File: config.mk
export PLATFORM = sky130hd
export DESIGN_NAME = mso_pix_seg_buf
export DESIGN_NICKNAME = d
export VERILOG_FILES = /design/src/rtl/mso_buf_pkg.sv /design/src/rtl/mso_cfg_latch.sv /design/src/rtl/mso_rep_stage.sv /design/src/rtl/mso_seg_map.sv /design/src/rtl/mso_pix_seg_buf.sv
export SDC_FILE = /design/constraint.sdc
export NUM_CORES = 1
export LEC_CHECK = 0
export BUFFER_PORTS_ARGS = -buffer_cell sky130_fd_sc_hd__buf_2
export CORE_MARGIN = 2
export CORE_UTILIZATION = 27
export DETAILED_ROUTE_END_ITERATION = 12
export GPL_TIMING_DRIVEN = 0
export PLACE_DENSITY_LB_ADDON = 0.12
export SYNTH_ARGS = -nofsm -noshare
export SYNTH_HDL_FRONTEND = slang
export SYNTH_SLANG_ARGS = --single-unit
File: constraint.sdc
create_clock -name clk_i -period 2.86 [get_ports clk_i]
set_input_delay 0.429 -clock clk_i [delete_from_list [all_inputs] [get_ports clk_i]]
set_output_delay 0.429 -clock clk_i [all_outputs]
set_load 0.01 [all_outputs]
File: src/rtl/mso_buf_pkg.sv
package mso_buf_pkg;
  typedef enum logic [2:0] {
    MODE_ONE    = 3'd0,
    MODE_TWO    = 3'd1,
    MODE_FOUR   = 3'd2,
    MODE_HALF_L = 3'd3,
    MODE_HALF_R = 3'd4
  } seg_mode_e;

  localparam int unsigned NLANE  = 4;
  localparam int unsigned LANE_W = 2;

  typedef struct packed {
    logic [LANE_W-1:0] shift;      // log2 of lanes in use
    logic [LANE_W-1:0] last_lane;  // index of the last lane in use
    logic [LANE_W-1:0] base;       // id of lane 0
  } seg_geom_t;
endpackage

File: src/rtl/mso_cfg_latch.sv
module mso_cfg_latch
  import mso_buf_pkg::*;
#(
  parameter int unsigned WW   = 14,
  parameter int unsigned OVW  = 3,
  parameter int unsigned REPW = 4
) (
  input  logic            clk_i,
  input  logic            rst_ni,
  input  logic            load_i,
  input  logic [WW-1:0]   width_i,
  input  logic [2:0]      mode_i,
  input  logic [OVW-1:0]  ovl_i,
  input  logic [REPW-1:0] rep_i,
  output seg_geom_t       geom_o,
  output logic [WW-1:0]   seg_w_o,
  output logic [OVW:0]    ovl_cnt_o,
  output logic [REPW-1:0] rep_o,
  output logic            err_o
);
  localparam int unsigned OCW = OVW + 1;

  seg_geom_t       geom_n;
  logic            legal;
  logic [WW-1:0]   seg_w_n;
  logic [OCW-1:0]  ovl_n;
  logic            bad;

  always_comb begin
    geom_n = '0;
    legal  = 1'b1;
    case (seg_mode_e'(mode_i))
      MODE_ONE:    ;
      MODE_TWO:    begin geom_n.shift = 2'd1; geom_n.last_lane = 2'd1; end
      MODE_FOUR:   begin geom_n.shift = 2'd2; geom_n.last_lane = 2'd3; end
      MODE_HALF_L: begin geom_n.shift = 2'd1; geom_n.last_lane = 2'd1; end
      MODE_HALF_R: begin geom_n.shift = 2'd1; geom_n.last_lane = 2'd1; geom_n.base = 2'd2; end
      default:     legal = 1'b0;
    endcase
    seg_w_n = width_i >> geom_n.shift;
    ovl_n   = {1'b0, ovl_i} + OCW'(1);
    // last_lane doubles as the remainder mask for a power-of-two lane count
    bad = !legal
        | (|(width_i[1:0] & geom_n.last_lane))
        | ((geom_n.shift != 2'd0) && (seg_w_n < WW'(ovl_n)));
  end

  always_ff @(posedge clk_i or negedge rst_ni) begin
    if (!rst_ni) begin
      geom_o    <= '0;
      seg_w_o   <= '0;
      ovl_cnt_o <= OCW'(1);
      rep_o     <= '0;
      err_o     <= 1'b0;
    end else if (load_i) begin
      geom_o    <= geom_n;
      seg_w_o   <= seg_w_n;
      ovl_cnt_o <= ovl_n;
      rep_o     <= rep_i;
      err_o     <= err_o | bad;
    end
  end
endmodule

File: src/rtl/mso_rep_stage.sv
module mso_rep_stage #(
  parameter int unsigned DW   = 24,
  parameter int unsigned REPW = 4
) (
  input  logic            clk_i,
  input  logic            rst_ni,
  input  logic [DW-1:0]   in_pix_i,
  input  logic            in_valid_i,
  input  logic            in_eol_i,
  output logic            in_ready_o,
  input  logic [REPW-1:0] rep_i,
  input  logic            out_ready_i,
  output logic            hold_vld_o,
  output logic [DW-1:0]   hold_pix_o,
  output logic            hold_eol_o,
  output logic            fire_o,
  output logic            last_rep_o,
  output logic            line_done_o,
  output logic            load_o
);
  logic [REPW-1:0] rep_cnt;
  logic            line_first;
  logic            beat_done;
  logic            in_fire;

  assign last_rep_o  = (rep_cnt == rep_i);
  assign fire_o      = hold_vld_o & out_ready_i;
  assign beat_done   = fire_o & last_rep_o;
  assign in_ready_o  = !hold_vld_o | beat_done;
  assign in_fire     = in_valid_i & in_ready_o;
  assign line_done_o = beat_done & hold_eol_o;
  // first pixel of a line: after reset, or taken on the edge the previous line ends
  assign load_o      = in_fire & (line_first | line_done_o);

  always_ff @(posedge clk_i or negedge rst_ni) begin
    if (!rst_ni) begin
      hold_vld_o <= 1'b0;
      hold_pix_o <= '0;
      hold_eol_o <= 1'b0;
      rep_cnt    <= '0;
      line_first <= 1'b1;
    end else begin
      hold_vld_o <= in_fire | (hold_vld_o & !beat_done);
      if (in_fire) begin
        hold_pix_o <= in_pix_i;
        hold_eol_o <= in_eol_i;
        rep_cnt    <= '0;
      end else if (fire_o) begin
        rep_cnt    <= rep_cnt + REPW'(1);
      end
      if (in_fire)          line_first <= 1'b0;
      else if (line_done_o) line_first <= 1'b1;
    end
  end
endmodule

File: src/rtl/mso_seg_map.sv
module mso_seg_map
  import mso_buf_pkg::*;
#(
  parameter int unsigned WW  = 14,
  parameter int unsigned OVW = 3
) (
  input  logic                             clk_i,
  input  logic                             rst_ni,
  input  logic                             fire_i,
  input  logic                             line_done_i,
  input  logic                             hold_vld_i,
  input  logic                             hold_eol_i,
  input  logic                             last_rep_i,
  input  seg_geom_t                        geom_i,
  input  logic [WW-1:0]                    seg_w_i,
  input  logic [OVW:0]                     ovl_cnt_i,
  output logic [NLANE-1:0]                 valid_o,
  output logic [NLANE-1:0]                 first_o,
  output logic [NLANE-1:0]                 last_o,
  output logic [NLANE-1:0][LANE_W-1:0]     id_o
);
  logic [LANE_W-1:0] seg_cur;
  logic [WW-1:0]     off;
  logic              at_last;
  logic              wrap;
  logic [WW-1:0]     ovl_w;

  assign at_last = (seg_cur == geom_i.last_lane);
  assign wrap    = !at_last && (off == seg_w_i - WW'(1));
  assign ovl_w   = WW'(ovl_cnt_i);

  always_ff @(posedge clk_i or negedge rst_ni) begin
    if (!rst_ni) begin
      seg_cur <= '0;
      off     <= '0;
    end else if (fire_i) begin
      if (line_done_i) begin
        seg_cur <= '0;
        off     <= '0;
      end else if (wrap) begin
        seg_cur <= seg_cur + LANE_W'(1);
        off     <= '0;
      end else begin
        off     <= off + WW'(1);
      end
    end
  end

  for (genvar k = 0; k < NLANE; k++) begin : g_lane
    localparam logic [LANE_W-1:0] KL = LANE_W'(k);
    logic prim;
    logic ovl;
    logic ovl_end;
    assign prim = hold_vld_i && (seg_cur == KL);
    if (k < NLANE - 1) begin : g_ovl
      assign ovl     = hold_vld_i && (seg_cur == KL + LANE_W'(1)) && (off < ovl_w);
      assign ovl_end = ovl && (off == ovl_w - WW'(1));
    end else begin : g_no_ovl
      assign ovl     = 1'b0;
      assign ovl_end = 1'b0;
    end
    assign valid_o[k] = prim | ovl;
    assign first_o[k] = prim && (off == '0);
    assign last_o[k]  = ovl_end | (prim && at_last && hold_eol_i && last_rep_i);
    assign id_o[k]    = geom_i.base + KL;
  end
endmodule

File: src/rtl/mso_pix_seg_buf.sv
module mso_pix_seg_buf
  import mso_buf_pkg::*;
#(
  parameter int unsigned DW   = 24,
  parameter int unsigned WW   = 14,
  parameter int unsigned OVW  = 3,
  parameter int unsigned REPW = 4
) (
  input  logic                         clk_i,
  input  logic                         rst_ni,
  input  logic [DW-1:0]                in_pix_i,
  input  logic                         in_valid_i,
  input  logic                         in_eol_i,
  output logic                         in_ready_o,
  input  logic [WW-1:0]                cfg_width_i,
  input  logic [2:0]                   cfg_mode_i,
  input  logic [OVW-1:0]               cfg_ovl_i,
  input  logic [REPW-1:0]              cfg_rep_i,
  input  logic                         out_ready_i,
  output logic [NLANE-1:0]             seg_valid_o,
  output logic [DW-1:0]                seg_pix_o,
  output logic [NLANE-1:0]             seg_first_o,
  output logic [NLANE-1:0]             seg_last_o,
  output logic [NLANE-1:0][LANE_W-1:0] seg_id_o,
  output logic                         cfg_err_o
);
  seg_geom_t       geom;
  logic [WW-1:0]   seg_w;
  logic [OVW:0]    ovl_cnt;
  logic [REPW-1:0] rep;
  logic            load;
  logic            hold_vld;
  logic            hold_eol;
  logic            fire;
  logic            last_rep;
  logic            line_done;

  mso_cfg_latch #(.WW(WW), .OVW(OVW), .REPW(REPW)) u_cfg (
    .clk_i     (clk_i),
    .rst_ni    (rst_ni),
    .load_i    (load),
    .width_i   (cfg_width_i),
    .mode_i    (cfg_mode_i),
    .ovl_i     (cfg_ovl_i),
    .rep_i     (cfg_rep_i),
    .geom_o    (geom),
    .seg_w_o   (seg_w),
    .ovl_cnt_o (ovl_cnt),
    .rep_o     (rep),
    .err_o     (cfg_err_o)
  );

  mso_rep_stage #(.DW(DW), .REPW(REPW)) u_rep (
    .clk_i       (clk_i),
    .rst_ni      (rst_ni),
    .in_pix_i    (in_pix_i),
    .in_valid_i  (in_valid_i),
    .in_eol_i    (in_eol_i),
    .in_ready_o  (in_ready_o),
    .rep_i       (rep),
    .out_ready_i (out_ready_i),
    .hold_vld_o  (hold_vld),
    .hold_pix_o  (seg_pix_o),
    .hold_eol_o  (hold_eol),
    .fire_o      (fire),
    .last_rep_o  (last_rep),
    .line_done_o (line_done),
    .load_o      (load)
  );

  mso_seg_map #(.WW(WW), .OVW(OVW)) u_map (
    .clk_i       (clk_i),
    .rst_ni      (rst_ni),
    .fire_i      (fire),
    .line_done_i (line_done),
    .hold_vld_i  (hold_vld),
    .hold_eol_i  (hold_eol),
    .last_rep_i  (last_rep),
    .geom_i      (geom),
    .seg_w_i     (seg_w),
    .ovl_cnt_i   (ovl_cnt),
    .valid_o     (seg_valid_o),
    .first_o     (seg_first_o),
    .last_o      (seg_last_o),
    .id_o        (seg_id_o)
  );
endmodule

==> impl_metrics.yaml, run 1 <==
sta:
  hold_viol_final: 0
  fmax_mhz: 369
  setup_viol: 0
  worstMarginPinSlew_ps: 648
  rsz0062_at_grt: "true"
  slew_violations: 0
  fin_crit_ps: 2710
  finClkSkew_ps: 12.5
  hold_slack_ps: 301
  finalCritPeriodShare: 0.946
  slew_headroom: 0.568
detailed_routing:
  routed_wl_mm: 12.8
  vias: 3838
  drc: 0
  firstDrtPassIters: 4
  drt_iter0_drc: 135
  vias_per_cell: 4.68
  ant_nets: 0
  avgRoutedWirePerCell_um: 15.6
finish:
  area_growth_pct: 28.5
  multiInputGateArea_um2: 2610
  antenna_cells: 0
  fillCellCount: 1668
  regArea_um2: 1830
  stdcell_area_um2: 5830
  fin_nets: 665
  drive_gt1_frac: 0.330
setup_path:
  critical_path_peak_fanout: 5
  start_kind: "flop"
  crit_type: "reg -> reg"
  crit_path_top_delay_cell: "or4_4"
  crit_top_cell: "nor4b_4"
  cp.required_ps: 3060
  cp.arrival_ps: 2910
  cp-end-kind: "flop"
  cpPeakStageDelay_ps: 580
  crit_chain: "or4_4 -> or3_4 -> nor4b_4 -> o21ai_2 -> nor4b_4 -> and2_4 -> clkbuf_16 -> a21oi_1"
logic_synthesis:
  synth_flop_cell: "dfrtp_1"
  yosysUniqueCellTypes: 62
  synth_edf_count: 0
  yosysWarnings: 0
  ys_seq_area_frac: 0.403
  syn_area_um2: 4540
  avgSynthCellArea_um2: 9.43
  ys_ff_latch: 73
  synthArstFlopShare: 1.00
  netlist_instances: 481
placed_design:
  hpwl_mm: 9.64
  placed_area_um2: 5320
  globalplace.congestion: 0.859
  io_buffers: 93
clocking:
  cts_root_buf: "clkbuf_16"
  clockBufferDepth: 2
  clk_pin_slew_ps: 70
  clock_latency_ps: 350
  htreeDepth: 3
  numCtsBuffers: 9
  cts_tree: "done"
  numClockSinks: 73
floorplanning:
  rows: 47
  start_util: 0.275
  coreArea_um2: 16500
  fp.dieH_um: 134
  die_x_um: 134
  die-area_um2: 17900
  io_pins: 99
pwr:
  p_leak_nw: 2.62
  ir_worst_vdd_mv: 0.371
  p_total_mw: 6.02
  power.density_nw_per_um2: 1030
hold_path:
  hp-class: "in -> reg"
run_status:
  outcome: "complete, no violations"
grt:
  antenna_found_initial: 0
  grt_max_degree: 63
  grt_pass1_wl_mm: 20.7
  grt_pass1_vias: 3910
  grt-ovfl-total: 0
  grt_util_all_layers: 0.147
flow_run:
  maxCapViolCount: 0
## worst max-delay path: cells and delay by family (launching register included)
kind	cells	cell delay, ps
AOI/OAI and AO/OA	2	180
buffers and inverters	1	160
and+or+nand+nor	5	1800
DFF	1	430
## cell families after synthesis
logic type               after synthesis  synth area share
flip-flops                            73             0.403
AND/OR/NAND/NOR                      168             0.187
XOR/XNOR                              41            0.0791
other                                  2           0.00165
multiplexers                          39            0.0954
buffers and inverters                 52            0.0551
adder cells (fa/ha/maj)               17            0.0469
AO/OA/AOI/OAI                         89             0.132
## cells in the final DEF, fill, tap and decap left out, types with 8 or more instances in the layout
master / n
buf_2: 93
dfrtp_1: 68
nand2_1: 58
nor2_1: 37
mux2_2: 34
xnor2_1: 23
o21ai_0: 23
clkbuf_1: 21
xor2_1: 18
nand3_1: 17
a21oi_1: 17
ha_1: 17
buf_4: 17
inv_1: 16
a211oi_1: 12
clkbuf_16: 10
nand2b_1: 8
## layer usage
layer  global-route usage  share of wire  vias to the layer above
met2                0.235           0.48                       68
met4               0.0585          0.017                        0
met3               0.0236          0.026                       12
li1                     -              -                     1911
met5                    0              0                        -
met1                0.199           0.48                     1847
## path summary, 6_finish.rpt
kind / depth (start not counted) / slack [ps] / start / end
min in group asynchronous: 2 / 460 / rst_ni / u_cfg.seg_w_o[9]
max: 8 / 150 / u_cfg.seg_w_o[0] / u_map.off[7]
max in group asynchronous: 3 / 1790 / rst_ni / u_rep.line_first
min reg2reg: 1 / 480 / u_cfg.err_o / u_cfg.err_o
max reg2reg: 8 / 150 / u_cfg.seg_w_o[0] / u_map.off[7]
min: 2 / 300 / in_pix_i[16] / u_rep.hold_pix_o[16]
## registers in the layout, summed over array words and instances, names as in the netlist, 2 cells and up
name / count
u_rep.hold_pix_o: 24
u_cfg.ovl_cnt_o: 4
u_rep.rep_cnt: 4
u_cfg.seg_w_o: 14
u_map.off: 14
u_cfg.rep_o: 4
u_cfg.geom_o: 3
u_map.seg_cur: 2
## metrics by stage
stage / setup TNS, ps / setup slack, ps / instances / utilization
after floorplan: 0 / 272 / 483 / -
after global placement: -1880 / -166 / 796 / 0.320
after detailed placement: -2130 / -189 / 797 / 0.322
after CTS: 0 / 3.56 / 816 / 0.342
after global routing: 0 / 24.8 / 820 / 0.353
final: 0 / 153 / 820 / 0.353
## cell usage after synthesis, types with 3 or more instances
library cell  count  area share
and2_1            6      0.0083
nor4_1            8       0.011
and3_1            5      0.0069
ha_1             17       0.047
nand3_1          17       0.019
a21oi_1          17       0.019
or3_1             3      0.0041
a211oi_1         14       0.023
xnor2_1          23       0.044
mux2_2           34       0.084
o21ai_0          24       0.026
a22oi_1           4      0.0066
mux2i_1           5       0.011
nor2_1           38       0.031
nand2_1          58       0.048
nor3_1            7      0.0077
clkbuf_1         23       0.019
dfrtp_1          71        0.39
inv_1            17       0.014
buf_4             8       0.013
nand4_1           6      0.0083
a31oi_1           4      0.0055
xor2_1           18       0.035
nand2b_1          8       0.011
## where the power goes
part | total [mW] | internal [mW] | switching, mW | leakage (nW)
Clock | 1.11 | 0.604 | 0.506 | 0.135
Combinational | 2.98 | 1.39 | 1.59 | 1.59
Sequential | 1.94 | 1.50 | 0.440 | 0.897
## cell type report
type / instances / share of cell area
Buffer: 32 / 0.0290
Clock buffer: 9 / 0.0386
Clock inverter: 7 / 0.0105
Inverter: 17 / 0.0109
Multi-Input combinational cell: 358 / 0.448
Sequential cell: 73 / 0.314
Tap cell: 220 / 0.0472
Timing Repair Buffer: 104 / 0.101
## repair_timing
| action | CTS | global route |
|---|---|---|
| gates resized for setup | 7 | 26 |
| pin swaps | 2 | 10 |
| cloned | 0 | 1 |
| endpoints found under the setup margin | 34 | 36 |
| endpoints found under the hold margin | 11 | 0 |
| setup buffers | 2 | 6 |
| hold buffers | 1 | 0 |
No activity file was read; power rests on OpenSTA's default activity.
==> run 2, diff against run 1 <==
CORE_UTILIZATION = 45   (was 27)
CTS_CLUSTER_DIAMETER = 40   (was unset)
==> impl_metrics.yaml, run 2 (synthesized netlist as in run 1, its figures left out) <==
pwr:
  power.density_nw_per_um2: 1000
  p_leak_nw: 2.55
  ir_worst_vdd_mv: 0.463
  p_total_mw: 5.56
clocking:
  cts_root_buf: "clkbuf_8"
  numCtsBuffers: 9
  clk_pin_slew_ps: 90
  clock_latency_ps: 350
  numClockSinks: 73
  clockBufferDepth: 2
  htreeDepth: 3
  cts_tree: "done"
finish:
  fin_nets: 664
  area_growth_pct: 22.3
  layout_commonest_cell: "buf_2"
  regMostFlops: "u_rep.hold_pix_o"
  drive_gt1_frac: 0.321
  reg_top3: "u_rep.hold_pix_o x24, u_cfg.seg_w_o x14, u_map.off x14"
  antenna_cells: 0
  layout_common_cells: "buf_2 (93), dfrtp_1 (68), nand2_1 (58), nor2_1 (37), mux2_2 (34)"
  final_core_util: 0.568
  largest_reg_flops: 24
sta:
  finalCritPeriodShare: 0.958
  worstMarginPinSlew_ps: 646
  slew_headroom: 0.569
  finClkSkew_ps: 14.2
  setup_viol: 0
  fin_crit_ps: 2740
  hold_viol_final: 0
  slew_violations: 0
  fmax_mhz: 365
  rsz0062_at_grt: "true"
floorplanning:
  die_x_um: 104
  rows: 36
  fp.dieH_um: 104
  io_pins: 99
  coreArea_um2: 9770
  die-area_um2: 10900
  start_util: 0.464
detailed_routing:
  routed_wl_mm: 10.8
  ant_nets: 0
  vias: 3841
  avgRoutedWirePerCell_um: 14.8
  firstDrtPassIters: 4
  drt_iter0_drc: 146
  drc: 0
  vias_per_cell: 5.25
flow_run:
  maxCapViolCount: 0
setup_path:
  critical_path_peak_fanout: 7
  crit_chain: "clkbuf_1 -> xnor2_1 -> xnor2_1 -> nor3_1 -> o2111a_2 -> a22oi_1 -> nor2_1 -> buf_2"
  cpPeakStageDelay_ps: 430
  crit_type: "reg -> out"
  crit_path_top_delay_cell: "clkbuf_1"
  worst-path-buf-inv: 2
  crit_top_cell: "xnor2_1"
  start_kind: "flop"
  cp.arrival_ps: 2310
  crit_family: "buffers and inverters"
  cp-end-kind: "output pin"
  cp.required_ps: 2430
placed_design:
  hpwl_mm: 8.17
  globalplace.congestion: 0.864
  io_buffers: 93
grt:
  grt_pass1_vias: 3647
  antenna_found_initial: 0
  grt_max_degree: 72
  grt_pass1_wl_mm: 18.0
  grt-ovfl-total: 0
  grt_util_all_layers: 0.202
hold_path:
  hp-class: "in -> reg"
run_status:
  outcome: "complete, no violations"
## run 2: changes by cell type in the layout (fill, tap and decap cells not counted), sizes merged
cell | previous run | this run
clkbuf | 32 | 31
## run 2: power breakdown
group | internal, mW | switching (mW)
clock | 0.332 | 0.441
combinational | 1.37 | 1.50
sequential | 1.49 | 0.425
## run 2: path summary, 6_finish.rpt
| path | startpoint | end | slack (ps) | cells past startpoint |
|---|---|---|---|---|
| max in group asynchronous | rst_ni | u_rep.line_first | 1870 | 3 |
| worst min-delay path | in_pix_i[21] | u_rep.hold_pix_o[21] | 310 | 2 |
| worst max register to register | u_cfg.seg_w_o[0] | u_map.off[12] | 140 | 9 |
| worst min register to register | u_cfg.err_o | u_cfg.err_o | 480 | 1 |
| worst max-delay path | u_map.off[3] | seg_last_o[0] | 120 | 8 |
| min in group asynchronous | rst_ni | u_map.off[9] | 410 | 2 |
## run 2: worst register-to-register path, delay by kind of cell (launching register included)
kind / cells / cell delay, ps
flip-flops: 1 / 440
buffers and inverters: 2 / 270
AO/OA/AOI/OAI: 2 / 350
AND/OR/NAND/NOR: 5 / 1580
## run 2: per-stage QoR
step                      hold WS, ps  setup TNS [ps]  instance area, µm²  worst slack, ps  cells
after global routing              287            -178                5550            -56.0    732
after detailed placement          234            -682                5210            -79.6    710
final                             306               0                5550              121    732
after global placement            468           -1110                5180             -121    709
after CTS                         287               0                5440             3.29    729
after floorplan                   133               0                4550              272    483
## run 2: final cells by class
| class | count | area (µm²) |
|---|---|---|
| clock inverters | 7 | 61.3 |
| clock buffers | 9 | 124 |
| repair buffers | 101 | 551 |
| flip-flops and latches | 73 | 1830 |
| well taps | 133 | 166 |
| plain buffers | 34 | 183 |
| fillers | 902 | 4220 |
| multi-input cells | 358 | 2570 |
| inverters | 17 | 63.8 |
## run 2: what timing repair did
item	4_1_cts	5_1_grt
endpoints found under the hold margin	2	0
gates resized for setup	5	19
hold buffers	1	0
setup endpoints to repair	21	20
pin swaps	1	8
buffers inserted	2	4
## run 2: metal layers
layer	GRT usage	up-vias	wire (µm)
li1	-	1909	-
met1	0.276	1813	4980
met2	0.331	109	5190
met3	0.0294	10	490
met4	0.0647	0	135
met5	0	-	0
